**src/rtl/fskd_pkg.sv**
```systemverilog
package fskd_pkg;
  localparam int unsigned DEF_CNT_W  = 9;
  localparam int unsigned DEF_THRESH = 148;
  localparam int unsigned DEF_SYNC   = 2;

  typedef enum logic {
    SPACE = 1'b0,
    MARK  = 1'b1
  } fsk_bit_e;
endpackage

```
**src/rtl/fskd_sync.sv**
```systemverilog
module fskd_sync #(
  parameter int unsigned STAGES = fskd_pkg::DEF_SYNC
) (
  input  logic clk_i,
  input  logic rst_ni,
  input  logic d_i,
  output logic edge_o
);
  logic [STAGES:0] chain_q;

  // stage 0..STAGES-1 resynchronise, stage STAGES holds previous level
  for (genvar i = 0; i <= STAGES; i++) begin : g_stage
    if (i == 0) begin : g_first
      always_ff @(posedge clk_i or negedge rst_ni) begin
        if (!rst_ni) chain_q[0] <= 1'b0;
        else         chain_q[0] <= d_i;
      end
    end else begin : g_next
      always_ff @(posedge clk_i or negedge rst_ni) begin
        if (!rst_ni) chain_q[i] <= 1'b0;
        else         chain_q[i] <= chain_q[i-1];
      end
    end
  end

  assign edge_o = chain_q[STAGES] ^ chain_q[STAGES-1];
endmodule

```
**src/rtl/fskd_period.sv**
```systemverilog
module fskd_period #(
  parameter int unsigned CNT_W = fskd_pkg::DEF_CNT_W
) (
  input  logic             clk_i,
  input  logic             rst_ni,
  input  logic             run_i,
  input  logic             edge_i,
  output logic             meas_v_o,
  output logic [CNT_W-1:0] meas_o
);
  localparam logic [CNT_W-1:0] CNT_MAX = '1;
  localparam logic [CNT_W-1:0] CNT_ONE = CNT_W'(1);

  logic [CNT_W-1:0] cnt_q;

  always_ff @(posedge clk_i or negedge rst_ni) begin
    if (!rst_ni) begin
      cnt_q    <= CNT_MAX;
      meas_o   <= '0;
      meas_v_o <= 1'b0;
    end else if (!run_i) begin
      // receiver parked: next edge measures as saturated
      cnt_q    <= CNT_MAX;
      meas_v_o <= 1'b0;
    end else if (edge_i) begin
      meas_o   <= cnt_q;
      meas_v_o <= 1'b1;
      cnt_q    <= CNT_ONE;
    end else begin
      meas_v_o <= 1'b0;
      if (cnt_q != CNT_MAX) cnt_q <= cnt_q + CNT_ONE;
    end
  end
endmodule

```
**src/rtl/fskd_slicer.sv**
```systemverilog
module fskd_slicer #(
  parameter int unsigned CNT_W  = fskd_pkg::DEF_CNT_W,
  parameter int unsigned THRESH = fskd_pkg::DEF_THRESH
) (
  input  logic               clk_i,
  input  logic               rst_ni,
  input  logic               meas_v_i,
  input  logic [CNT_W-1:0]   meas_i,
  output fskd_pkg::fsk_bit_e bit_o
);
  import fskd_pkg::*;

  localparam logic [CNT_W-1:0] CNT_MAX = '1;
  localparam logic [CNT_W-1:0] THR     = CNT_W'(THRESH);

  always_ff @(posedge clk_i or negedge rst_ni) begin
    if (!rst_ni)                              bit_o <= MARK;
    else if (meas_v_i && meas_i != CNT_MAX)   bit_o <= (meas_i >= THR) ? MARK : SPACE;
  end


  sat_hold_chk: assert property (@(posedge clk_i) disable iff (!rst_ni)
    (meas_v_i && meas_i == CNT_MAX) |=> $stable(bit_o));

  mark_chk: assert property (@(posedge clk_i) disable iff (!rst_ni)
    (meas_v_i && meas_i >= THR && meas_i != CNT_MAX) |=> (bit_o == MARK));

  space_chk: assert property (@(posedge clk_i) disable iff (!rst_ni)
    (meas_v_i && meas_i < THR) |=> (bit_o == SPACE));
endmodule

```
**src/rtl/fskd_demod.sv**
```systemverilog
module fskd_demod #(
  parameter int unsigned CNT_W  = fskd_pkg::DEF_CNT_W,
  parameter int unsigned THRESH = fskd_pkg::DEF_THRESH,
  parameter int unsigned SYNC   = fskd_pkg::DEF_SYNC
) (
  input  logic clk_i,
  input  logic rst_ni,
  input  logic rx_cmp_i,
  input  logic carrier_i,
  input  logic rts_ni,
  output logic rx_data_o
);
  import fskd_pkg::*;

  logic             edge_w;
  logic             meas_v_w;
  logic [CNT_W-1:0] meas_w;
  fsk_bit_e         bit_w;
  logic             rx_en_w;

  assign rx_en_w = rts_ni & carrier_i;

  fskd_sync #(.STAGES(SYNC)) u_sync (
    .clk_i  (clk_i),
    .rst_ni (rst_ni),
    .d_i    (rx_cmp_i),
    .edge_o (edge_w)
  );

  fskd_period #(.CNT_W(CNT_W)) u_period (
    .clk_i    (clk_i),
    .rst_ni   (rst_ni),
    .run_i    (rts_ni),
    .edge_i   (edge_w),
    .meas_v_o (meas_v_w),
    .meas_o   (meas_w)
  );

  fskd_slicer #(.CNT_W(CNT_W), .THRESH(THRESH)) u_slicer (
    .clk_i    (clk_i),
    .rst_ni   (rst_ni),
    .meas_v_i (meas_v_w),
    .meas_i   (meas_w),
    .bit_o    (bit_w)
  );

  always_ff @(posedge clk_i or negedge rst_ni) begin
    if (!rst_ni) rx_data_o <= 1'b1;
    else         rx_data_o <= rx_en_w ? bit_w : MARK;
  end


  idle_gate_chk: assert property (@(posedge clk_i) disable iff (!rst_ni)
    !carrier_i |=> rx_data_o);

  tx_idle_chk: assert property (@(posedge clk_i) disable iff (!rst_ni)
    !rts_ni |=> rx_data_o);
endmodule

```
**config.mk**
```make
export PLATFORM = sky130hd
export DESIGN_NAME = fskd_demod
export DESIGN_NICKNAME = d
export VERILOG_FILES = /design/src/rtl/fskd_pkg.sv /design/src/rtl/fskd_sync.sv /design/src/rtl/fskd_period.sv /design/src/rtl/fskd_slicer.sv /design/src/rtl/fskd_demod.sv
export SDC_FILE = /design/constraint.sdc
export NUM_CORES = 1
export LEC_CHECK = 0
export ABC_AREA = 1
export BUFFER_PORTS_ARGS = -buffer_cell sky130_fd_sc_hd__buf_2
export CORE_ASPECT_RATIO = 0.8
export CORE_MARGIN = 2
export CORE_UTILIZATION = 59
export CTS_CLUSTER_SIZE = 16
export DETAILED_ROUTE_END_ITERATION = 12
export HOLD_SLACK_MARGIN = 0.1
export PLACE_DENSITY = 0.78
export REMOVE_ABC_BUFFERS = 1
export SYNTH_ARGS = -nofsm -noshare
export SYNTH_HDL_FRONTEND = slang
export SYNTH_SLANG_ARGS = --single-unit
```
**constraint.sdc**
```tcl
create_clock -name clk_i -period 2.2 [get_ports clk_i]
set_input_delay 0.55 -clock clk_i [delete_from_list [all_inputs] [get_ports clk_i]]
set_output_delay 0.55 -clock clk_i [all_outputs]
set_load 0.02 [all_outputs]
```
==> results of run 1 <==
-- sequential cells by signal, indices dropped and copies added (netlist names) --
signal             cells
u_period.meas_v_o      1
rx_data_o              1
u_slicer.bit_o         1
u_period.meas_o        9
u_period.cnt_q         9
u_sync.chain_q         3
-- cell usage in the layout (no fill, tap or decap), types with 2 or more instances in the layout --
cell      instances
a21oi_1           3
buf_2             5
clkbuf_4          3
dfrtp_1          13
dfstp_2          11
ha_1              2
inv_1            16
nand2_1          49
nand2_2           6
nand3_1          13
nand3b_1          2
nor2_1            8
nor3_1            2
o21ai_0           2
o21ai_1           4
o21ai_2           3
-- power by group through the flow --
stage,combinational (uW),clock (uW),sequential (uW)
after floorplan,160,0,572
after global placement,202,0,583
after detailed placement,210,0,587
after CTS,211,234,578
after global routing,246,245,588
final,210,228,580
-- per-layer routing --
| layer | wire length [microns] | GRT usage |
|---|---|---|
| met1 | 1030 | 0.278 |
| met2 | 1100 | 0.367 |
| met3 | 136 | 0.0659 |
| met4 | 13 | 0.0439 |
| met5 | 0 | 0 |
-- kinds of logic (layout without fill, tap and decap cells) --
| logic type | after synthesis | in the layout | share of synthesized area |
|---|---|---|---|
| adder cells (fa/ha/maj) | 2 | 2 | 0.0201 |
| AO/OA/AOI/OAI | 15 | 15 | 0.0753 |
| buffers and inverters | 20 | 27 | 0.0833 |
| flip-flops | 24 | 24 | 0.493 |
| AND/OR/NAND/NOR | 85 | 85 | 0.321 |
| XOR/XNOR | 1 | 1 | 0.00703 |
-- stage by stage --
stage                     total power (uW)  area, sq um
after detailed placement               797         1270
after global routing                  1080         1300
after CTS                             1020         1300
after global placement                 785         1270
final                                 1020         1300
after floorplan                        732         1210
-- cell type report --
class | instances | share of cell area
Inverter | 18 | 0.0537
Sequential cell | 24 | 0.471
Multi-Input combinational cell | 103 | 0.405
Timing Repair Buffer | 5 | 0.0192
Clock buffer | 4 | 0.0278
Tap cell | 24 | 0.0230
-- worst register-to-register path: stages (launching register included) --
cell and delay, ns:
dfstp_2 0.58, nand2_1 0.10, nor2_1 0.19, nand3_1 0.13
nor2_1 0.12, ha_1 0.31, inv_1 0.09, nor2_1 0.20
nand2_1 0.07, nand3_1 0.10
-- path summary, 6_finish.rpt --
kind,startpoint,cells after the start,end,slack [ns]
worst max-delay path,u_period.cnt_q[3],9,u_period.cnt_q[3],0.24
worst min-delay path,rst_ni,1,u_period.meas_o[1],0.20
worst max register to register,u_period.cnt_q[3],9,u_period.cnt_q[3],0.24
worst min register to register,u_sync.chain_q[0],0,u_sync.chain_q[1],0.36
max in group asynchronous,rst_ni,1,u_period.cnt_q[6],1.62
min in group clk_i,rx_cmp_i,1,u_sync.chain_q[0],0.34
==> reports/qor.csv, run 1 <==
stage;metric;value;unit
outcome;status;finished clean;
finish;Multi-input gate area;528;sq um
route;Starting DRT DRC Count;30;
finish;Fill cells;172;
critical_path;CP endpoint kind;flip-flop;
synth;Synth Instances;147;
critical_path;Slowest-stage cell, CP;dfstp_2;
synth;Synth async-reset ratio;1.00;
route;drt total wl;2280;microns
placed_design;placed insts;174;
clock_network;Clock Latency Late Sink;0.31;ns
grt;initial antenna violation count;0;
timing;Slew HR;0.640;
clock_network;clock tree buffer depth;2;
synth;top cell type's share of synthesized area;0.261;
pwr;Clk pwr share;0.224;
synth;Yosys cell types;27;
timing;actual slew at the worst max-slew pin;0.539;ns
clock_network;CTS tree;yes;
synth;synth warn;0;
synth;EDFF count, synth;0;
grt;number of global-route vias before repair;948;
floorplanning;total die area;2500;sq um
route;Avg Vias per Cell;5.39;
placed_design;Place WS;0.323;ns
timing;Peak Freq;511;MHz
synth;Synth area leader;dfrtp_1;
critical_path;CP Data Arrival Time;2.22;ns
floorplanning;I/O pins;6;
grt;global-route wire length before repair;4080;microns
clock_network;setup bufs post-CTS;0;
placed_design;gpl congestion;0.911;
pwr;Power Internal;704;uW
clock_network;Worst-path clk slew;0.13;ns
pwr;Lkg Pwr;0.000657;uW
critical_path;Worst Path Buf+Inv;1;
critical_path;Critical Path Most Common Cell;nor2_1;
synth;mapped cell area;1250;sq um
clock_network;CTS H-tree depth;1;
critical_path;CP delay by family, top;simple AND/OR/NAND/NOR gates;
timing;Final WS setup;0.243;ns
synth;register area share after synthesis;0.493;
clock_network;# resized after CTS;0;
timing;unrepaired setup endpoints after global routing;false;
finish;final net count;162;
timing;Final Slew Violations;0;
route;wire per inst;12.8;microns
floorplanning;Core Rows;14;
pwr;Psw;314;uW
critical_path;Crit Path Class;flip-flop to flip-flop;
floorplanning;Die X;55.4;microns
synth;most used flip-flop cell after synthesis;dfrtp_1;
grt;GRT Overall Usage;0.215;
pwr;power density over cell area;781;nW/um^2
placed_design;Port Buf Inserts;5;
synth;most frequent cell after synthesis;nand2_1;
critical_path;Startpoint Class;flip-flop;
timing;period utilisation layout;0.889;
finish;Inserted Diodes;0;
route;vias;959;
pwr;Sequential Power Share;0.569;
timing;fin crit period;1.96;ns
timing;Final TNS setup;0;ns
finish;share of layout cells above drive strength 1;0.234;
route;DRT Pass-1 Iters;4;
route;DRC Markers;0;
pwr;Sw Share;0.309;
clock_network;TritonCTS buffer count;3;
pwr;VDD IR-drop max;0.498;mV
timing;final hold slack;0.195;ns
grt;maximum number of pins on one net before global-route repair;25;
min_path;Worst Hold Class;input port to async pin;
floorplanning;core area;1940;sq um
placed_design;HPWL Detailed;1690;microns
synth;Syn Area/Cell;8.48;sq um
finish;Final Util;0.671;
synth;Post-synth top cells;nand2_1, inv_1, dfrtp_1, nand3_1, dfstp_2;
timing;final hold vios;0;
route;antenna-violating nets left;0;
finish;Non-Filler Instances;178;
critical_path;crit-path cells;nand2_1 -> nor2_1 -> nand3_1 -> nor2_1 -> ha_1 -> inv_1 -> nor2_1 -> nand2_1 -> nand3_1;
critical_path;worst-path maximum fanout;6;
timing;clk_skew;0.0100;ns
finish;Sequential Area;614;sq um
critical_path;worst endpoint required time;2.46;ns
synth;largest cells by area after synthesis;dfrtp_1, dfstp_2, nand2_1, nand3_1, inv_1;
floorplanning;Initial Utilization;0.641;
finish;Area Overhead vs Synth;4.62;%
pwr;Gate power share;0.207;
synth;Synth Register Bits;24;
floorplanning;Die Y;45.1;microns
job;Max Cap Violations;0;
timing;count of final setup violators;0;
grt;total congestion overflow;0;
clock_network;# hold bufs at CTS;0;
critical_path;CP peak stage delay;0.58;ns
clock_network;CTS Sinks;24;
clock_network;CTS root buffer;clkbuf_4;
No activity file was read; power rests on OpenSTA's default activity.
==> run 2: changes to the inputs <==
Settings changed: CORE_UTILIZATION 59 to 40, PLACE_DENSITY 0.78 to 0.57.
==> reports/qor.csv, run 2 (same netlist as run 1, synthesis figures left out) <==
stage;metric;value;unit;change
timing;Slew HR;0.647;;+0.00708
timing;Final TNS setup;0;ns;unchanged
route;DRT Pass-1 Iters;4;;unchanged
timing;Final Slew Violations;0;;unchanged
timing;Peak Freq;532;MHz;+4.2%
finish;Final Util;0.447;;-0.224
critical_path;Worst R2R End;u_period.cnt_q[3];;
route;DRC Markers;0;;unchanged
clock_network;# resized after CTS;0;;unchanged
clock_network;Clock Latency Late Sink;0.27;ns;-0.04 ns
clock_network;CTS tree;yes;;
grt;GRT Overall Usage;0.143;;-0.0721
grt;initial antenna violation count;0;;unchanged
outcome;status;finished clean;;
floorplanning;I/O pins;6;;unchanged
min_path;Worst Hold Class;input port to async pin;;
floorplanning;Die Y;53.9;microns;+20%
floorplanning;core area;3040;sq um;+56%
route;vias;895;;-6.7%
floorplanning;Die X;66.4;microns;+20%
clock_network;# hold bufs at CTS;0;;unchanged
clock_network;CTS root buffer;clkbuf_8;;
clock_network;TritonCTS buffer count;3;;unchanged
floorplanning;Initial Utilization;0.410;;-0.231
clock_network;CTS Sinks;24;;unchanged
route;drt total wl;2190;microns;-3.9%
pwr;power density over cell area;859;nW/um^2;+10%
critical_path;CP endpoint kind;flip-flop;;
placed_design;gpl congestion;0.842;;-7.6%
clock_network;setup bufs post-CTS;0;;unchanged
grt;global-route wire length before repair;3750;microns;-7.9%
placed_design;Port Buf Inserts;5;;unchanged
finish;Area Overhead vs Synth;9.04;%;
job;Max Cap Violations;0;;unchanged
critical_path;worst r2r path cells;9;;unchanged
critical_path;flop-to-flop setup slack;0.32;ns;+0.08 ns
route;antenna-violating nets left;0;;unchanged
timing;period utilisation layout;0.854;;-0.0356
timing;final hold vios;0;;unchanged
floorplanning;total die area;3580;sq um;+43%
clock_network;clock tree buffer depth;2;;unchanged
critical_path;worst-path maximum fanout;6;;unchanged
critical_path;Crit Path Class;flip-flop to flip-flop;;
grt;total congestion overflow;0;;unchanged
grt;maximum number of pins on one net before global-route repair;25;;unchanged
timing;fin crit period;1.88;ns;-0.0783 ns
critical_path;worst r2r src;u_period.cnt_q[3];;
finish;largest registers;u_period.cnt_q (9), u_period.meas_o (9), u_sync.chain_q (3);;
floorplanning;Core Rows;18;;+4
finish;Inserted Diodes;0;;unchanged
timing;count of final setup violators;0;;unchanged
critical_path;CP Data Arrival Time;2.09;ns;-0.13 ns
route;Avg Vias per Cell;4.61;;-14%
clock_network;CTS H-tree depth;1;;unchanged
finish;commonest non-fill, non-tap cell in the layout;nand2_1;;
finish;final net count;162;;unchanged
route;Starting DRT DRC Count;49;;+63%
placed_design;HPWL Detailed;1610;microns;-4.9%
timing;clk_skew;0.00443;ns;-0.00561 ns
clock_network;Worst-path clk slew;0.08;ns;-0.05 ns
timing;actual slew at the worst max-slew pin;0.529;ns;-0.0106 ns
pwr;VDD IR-drop max;0.402;mV;-19%
pwr;Lkg Pwr;0.000671;uW;+2.2%
critical_path;Startpoint Class;flip-flop;;
timing;unrepaired setup endpoints after global routing;false;;
finish;share of layout cells above drive strength 1;0.234;;unchanged
grt;number of global-route vias before repair;785;;-17%
finish;commonest cells after routing, fill and taps aside;nand2_1, inv_1, nand3_1, dfrtp_1, dfstp_2;;
route;wire per inst;11.3;microns;-12%
critical_path;worst endpoint required time;2.41;ns;-0.05 ns
[run 2: through the flow]
stage	setup WS (ns)	instance area [sq um]	hold slack [ns]	power (uW)	std cells
finish	0.322	1360	0.253	1170	194
global route	0.103	1360	0.292	1240	194
CTS	0.325	1360	0.270	1180	194
detailed placement	0.341	1290	0.341	793	190
global placement	0.387	1290	0.332	791	190
floorplan	0.522	1210	0.254	732	145
[run 2: power by group]
part,switching [uW],internal (uW),total [uW]
logic,127,79.4,206
clock network,140,243,384
registers,54.0,523,577
[run 2: cell type report]
class / instances / area [sq um]
multi-input cells: 103 / 528
repair buffers: 5 / 25.0
inverters: 18 / 70.1
clock buffers: 3 / 41.3
fillers: 302 / 1680
clock inverters: 1 / 30.0
well taps: 40 / 50.0
flip-flops and latches: 24 / 614
[run 2: worst max-delay path, stage by stage, from the launching register on]
cell and delay (ns):
dfstp_2 0.56, nand2_1 0.10, nor2_1 0.19, nand3_1 0.12, nor2_1 0.11, ha_1 0.29, inv_1 0.08, nor2_1 0.21
nand2_1 0.07, nand3_1 0.08
[run 2: worst max-delay path by stage]
stage,from,end,cells past startpoint
after global routing,u_period.cnt_q[3],u_period.cnt_q[7],11
after floorplan,u_period.cnt_q[3],u_period.cnt_q[5],11
after detailed placement,u_period.cnt_q[3],u_period.cnt_q[4],9
after CTS,u_period.cnt_q[3],u_period.cnt_q[5],11
final,u_period.cnt_q[3],u_period.cnt_q[3],9
after global placement,u_period.cnt_q[3],u_period.cnt_q[5],11
[run 2: layer usage]
layer | share of wire | global-route usage | vias up | wire length, microns
met4 | 0 | 0.0306 | 0 | 0
met1 | 0.53 | 0.206 | 405 | 1160
li1 | - | - | 477 | -
met2 | 0.43 | 0.212 | 13 | 933
met3 | 0.043 | 0.0439 | 0 | 95
met5 | 0 | 0 | - | 0
==> run 3: changes to the inputs <==
Settings changed: SYNTH_HIERARCHICAL set to 1.
==> reports/qor.csv, run 3 <==
stage;metric;value;unit;change
finish;Inserted Diodes;0;;unchanged
placed_design;HPWL Detailed;1560;microns;-3.3%
clock_network;clock tree buffer depth;2;;unchanged
grt;maximum number of pins on one net before global-route repair;25;;unchanged
grt;GRT Overall Usage;0.153;;+0.0107
timing;clk_skew;0.0133;ns;+0.00887 ns
floorplanning;Initial Utilization;0.417;;+0.00694
critical_path;CP peak stage delay;0.58;ns;+0.02 ns
critical_path;worst endpoint required time;2.44;ns;+0.03 ns
timing;Final TNS setup;0;ns;unchanged
finish;Non-Filler Instances;182;;-6.2%
timing;Final Slew Violations;0;;unchanged
clock_network;Worst-path clk slew;0.13;ns;+0.05 ns
synth;largest cells by area after synthesis;dfrtp_1, dfstp_2, nand2_1, inv_1, o21ai_0;;
synth;register area share after synthesis;0.541;;+0.0484
synth;Post-synth top cells;nand2_1, inv_1, o21ai_0;;
grt;total congestion overflow;0;;unchanged
critical_path;Startpoint Class;flip-flop;;
critical_path;Slowest-stage cell, CP;dfstp_2;;
synth;Post-Synth Adder-Cell Area;0.0221;;+0.00197
pwr;Power Total;1080;uW;-7.3%
clock_network;CTS root buffer;clkbuf_4;;
synth;Syn Area/Cell;8.34;sq um;-1.6%
timing;period utilisation layout;0.873;;+0.0189
synth;main combinational cell family by area after synthesis;simple AND/OR/NAND/NOR gates;;
synth;most used flip-flop cell after synthesis;dfrtp_1;;
timing;Peak Freq;521;MHz;-2.2%
route;DRC Markers;0;;unchanged
route;wire per inst;11.8;microns;+4.8%
finish;Area Overhead vs Synth;10.6;%;
route;vias;871;;-2.7%
critical_path;worst r2r path cells;9;;unchanged
timing;final hold vios;0;;unchanged
route;drt total wl;2150;microns;-1.6%
synth;Synth area leader;dfrtp_1;;
synth;post-synthesis simple-gate area fraction;0.223;;-0.0986
floorplanning;Core Rows;17;;-1
finish;share of layout cells above drive strength 1;0.188;;-0.0463
grt;global-route wire length before repair;3770;microns;+0.37%
outcome;status;finished clean;;
route;Avg Vias per Cell;4.79;;+3.7%
synth;EDFF count, synth;0;;unchanged
synth;xor and xnor area share after synthesis;0.00772;;+0.000690
clock_network;CTS tree;yes;;
clock_network;CTS Sinks;24;;unchanged
placed_design;Port Buf Inserts;5;;unchanged
synth;top cell type's share of synthesized area;0.287;;+0.0256
clock_network;setup bufs post-CTS;0;;unchanged
clock_network;# resized after CTS;0;;unchanged
synth;mapped cell area;1130;sq um;-8.9%
min_path;Worst Hold Class;input port to async pin;;
route;DRT Pass-1 Iters;4;;unchanged
pwr;VDD IR-drop max;0.522;mV;+30%
timing;final hold slack;0.185;ns;-0.0675 ns
floorplanning;total die area;3280;sq um;-8.4%
grt;initial antenna violation count;0;;unchanged
timing;fin crit period;1.92;ns;+0.0416 ns
synth;Yosys cell types;18;;-33%
floorplanning;Die Y;51.6;microns;-4.2%
synth;mux contribution to synthesized area;0;;unchanged
synth;most frequent cell after synthesis;nand2_1;;
floorplanning;core area;2720;sq um;-10%
critical_path;CP Data Arrival Time;2.16;ns;+0.07 ns
route;Starting DRT DRC Count;45;;-8.2%
job;Max Cap Violations;0;;unchanged
timing;actual slew at the worst max-slew pin;0.521;ns;-0.00826 ns
placed_design;placed insts;178;;-6.3%
timing;Slew HR;0.653;;+0.00551
synth;Synth Instances;136;;-7.5%
floorplanning;Die X;63.6;microns;-4.3%
synth;synth warn;6;;+6
finish;final net count;152;;-6.2%
placed_design;gpl congestion;0.817;;-3.0%
timing;count of final setup violators;0;;unchanged
critical_path;worst-path maximum fanout;8;;+2
finish;commonest cells after routing, fill and taps aside;nand2_1, inv_1, o21ai_0;;
synth;Synth async-reset ratio;1.00;;unchanged
pwr;Lkg Pwr;0.000664;uW;-1.1%
floorplanning;I/O pins;6;;unchanged
critical_path;Crit Path Class;flip-flop to flip-flop;;
synth;Synth Register Bits;24;;unchanged
finish;commonest non-fill, non-tap cell in the layout;nand2_1;;
pwr;power density over cell area;862;nW/um^2;+0.42%
clock_network;# hold bufs at CTS;0;;unchanged
grt;number of global-route vias before repair;826;;+5.2%
clock_network;Clock Latency Late Sink;0.32;ns;+0.05 ns
route;antenna-violating nets left;0;;unchanged
clock_network;TritonCTS buffer count;3;;unchanged
critical_path;CP endpoint kind;flip-flop;;
critical_path;crit-path cells;nand2_1 -> nor2_1 -> nand2_1 -> nor2_1 -> ha_1 -> nand2_4 -> nand2_2 -> inv_2 -> a21oi_1;;
clock_network;CTS H-tree depth;1;;unchanged
finish;largest registers;u_period/cnt_q (9), u_period/meas_o (9), u_sync/chain_q (3);;
synth;Compound-Gate Fraction of Synth Area;0.119;;+0.0438
timing;unrepaired setup endpoints after global routing;false;;
==> run 3: cell types whose count changed in the layout (fill, tap and decap cells not counted), sizes merged <==
cell,before,now
nand2,56,35
nor2,11,9
nand3b,2,0
nand3,13,12
o21ai,9,17
inv,18,25
o211ai,1,0
o21bai,1,0
o21a,1,0
a21oi,3,10
nor3,3,0
==> run 3: cell type report <==
class,instances,area [sq um]
repair buffers,5,25.0
fillers,286,1470
inverters,25,93.8
multi-input cells,86,422
flip-flops and latches,24,614
clock inverters,1,30.0
well taps,38,47.5
clock buffers,3,22.5
==> run 3: kinds of logic after synthesis <==
| group | count (synthesis) |
|---|---|
| compound gates | 27 |
| xor+xnor | 1 |
| fa+ha+maj | 2 |
| buf+inv | 26 |
| flops | 24 |
| simple gates | 56 |
==> run 3: worst max-delay path: cells and delay by family (launching register included) <==
family | cells | cell delay, ns
adder cells (fa/ha/maj) | 1 | 0.25
flip-flops | 1 | 0.58
buffers and inverters | 1 | 0.07
AND/OR/NAND/NOR | 6 | 0.78
AO/OA/AOI/OAI | 1 | 0.16
==> run 3: worst paths after layout <==
check	from	end	slack (ns)
hold / removal	rst_ni	u_period/meas_o[0]	0.19
hold reg to reg	u_sync/chain_q[0]	u_sync/chain_q[1]	0.37
min in group clk_i	rx_cmp_i	u_sync/chain_q[0]	0.34
setup reg to reg	u_period/cnt_q[4]	u_period/cnt_q[7]	0.28
max in group asynchronous	rst_ni	u_period/cnt_q[0]	1.64
setup / recovery	u_period/cnt_q[4]	u_period/cnt_q[7]	0.28
==> run 3: stage by stage <==
step | area (sq um) | worst slack, ns | util
6_report | 1250 | 0.280 | 0.461
5_1_grt | 1250 | 0.0743 | 0.461
4_1_cts | 1250 | 0.301 | 0.461
3_5_place_dp | 1200 | 0.345 | 0.442
3_3_place_gp | 1200 | 0.440 | 0.442
2_1_floorplan | 1130 | 0.572 | -
==> run 3: metal layers <==
metal	up-vias	global-route usage	share of wire
met5	-	0	0
met3	2	0.0455	0.064
met4	0	0.0543	0.0079
li1	442	-	-
met1	401	0.202	0.48
met2	26	0.242	0.44
==> run 3: report_power, final <==
part / internal (uW) / switching, uW / leakage (uW)
Combinational: 68.3 / 126 / 0.000364
Clock: 184 / 129 / 0.0000279
Sequential: 527 / 47.6 / 0.000272
Total: 779 / 303 / 0.000664
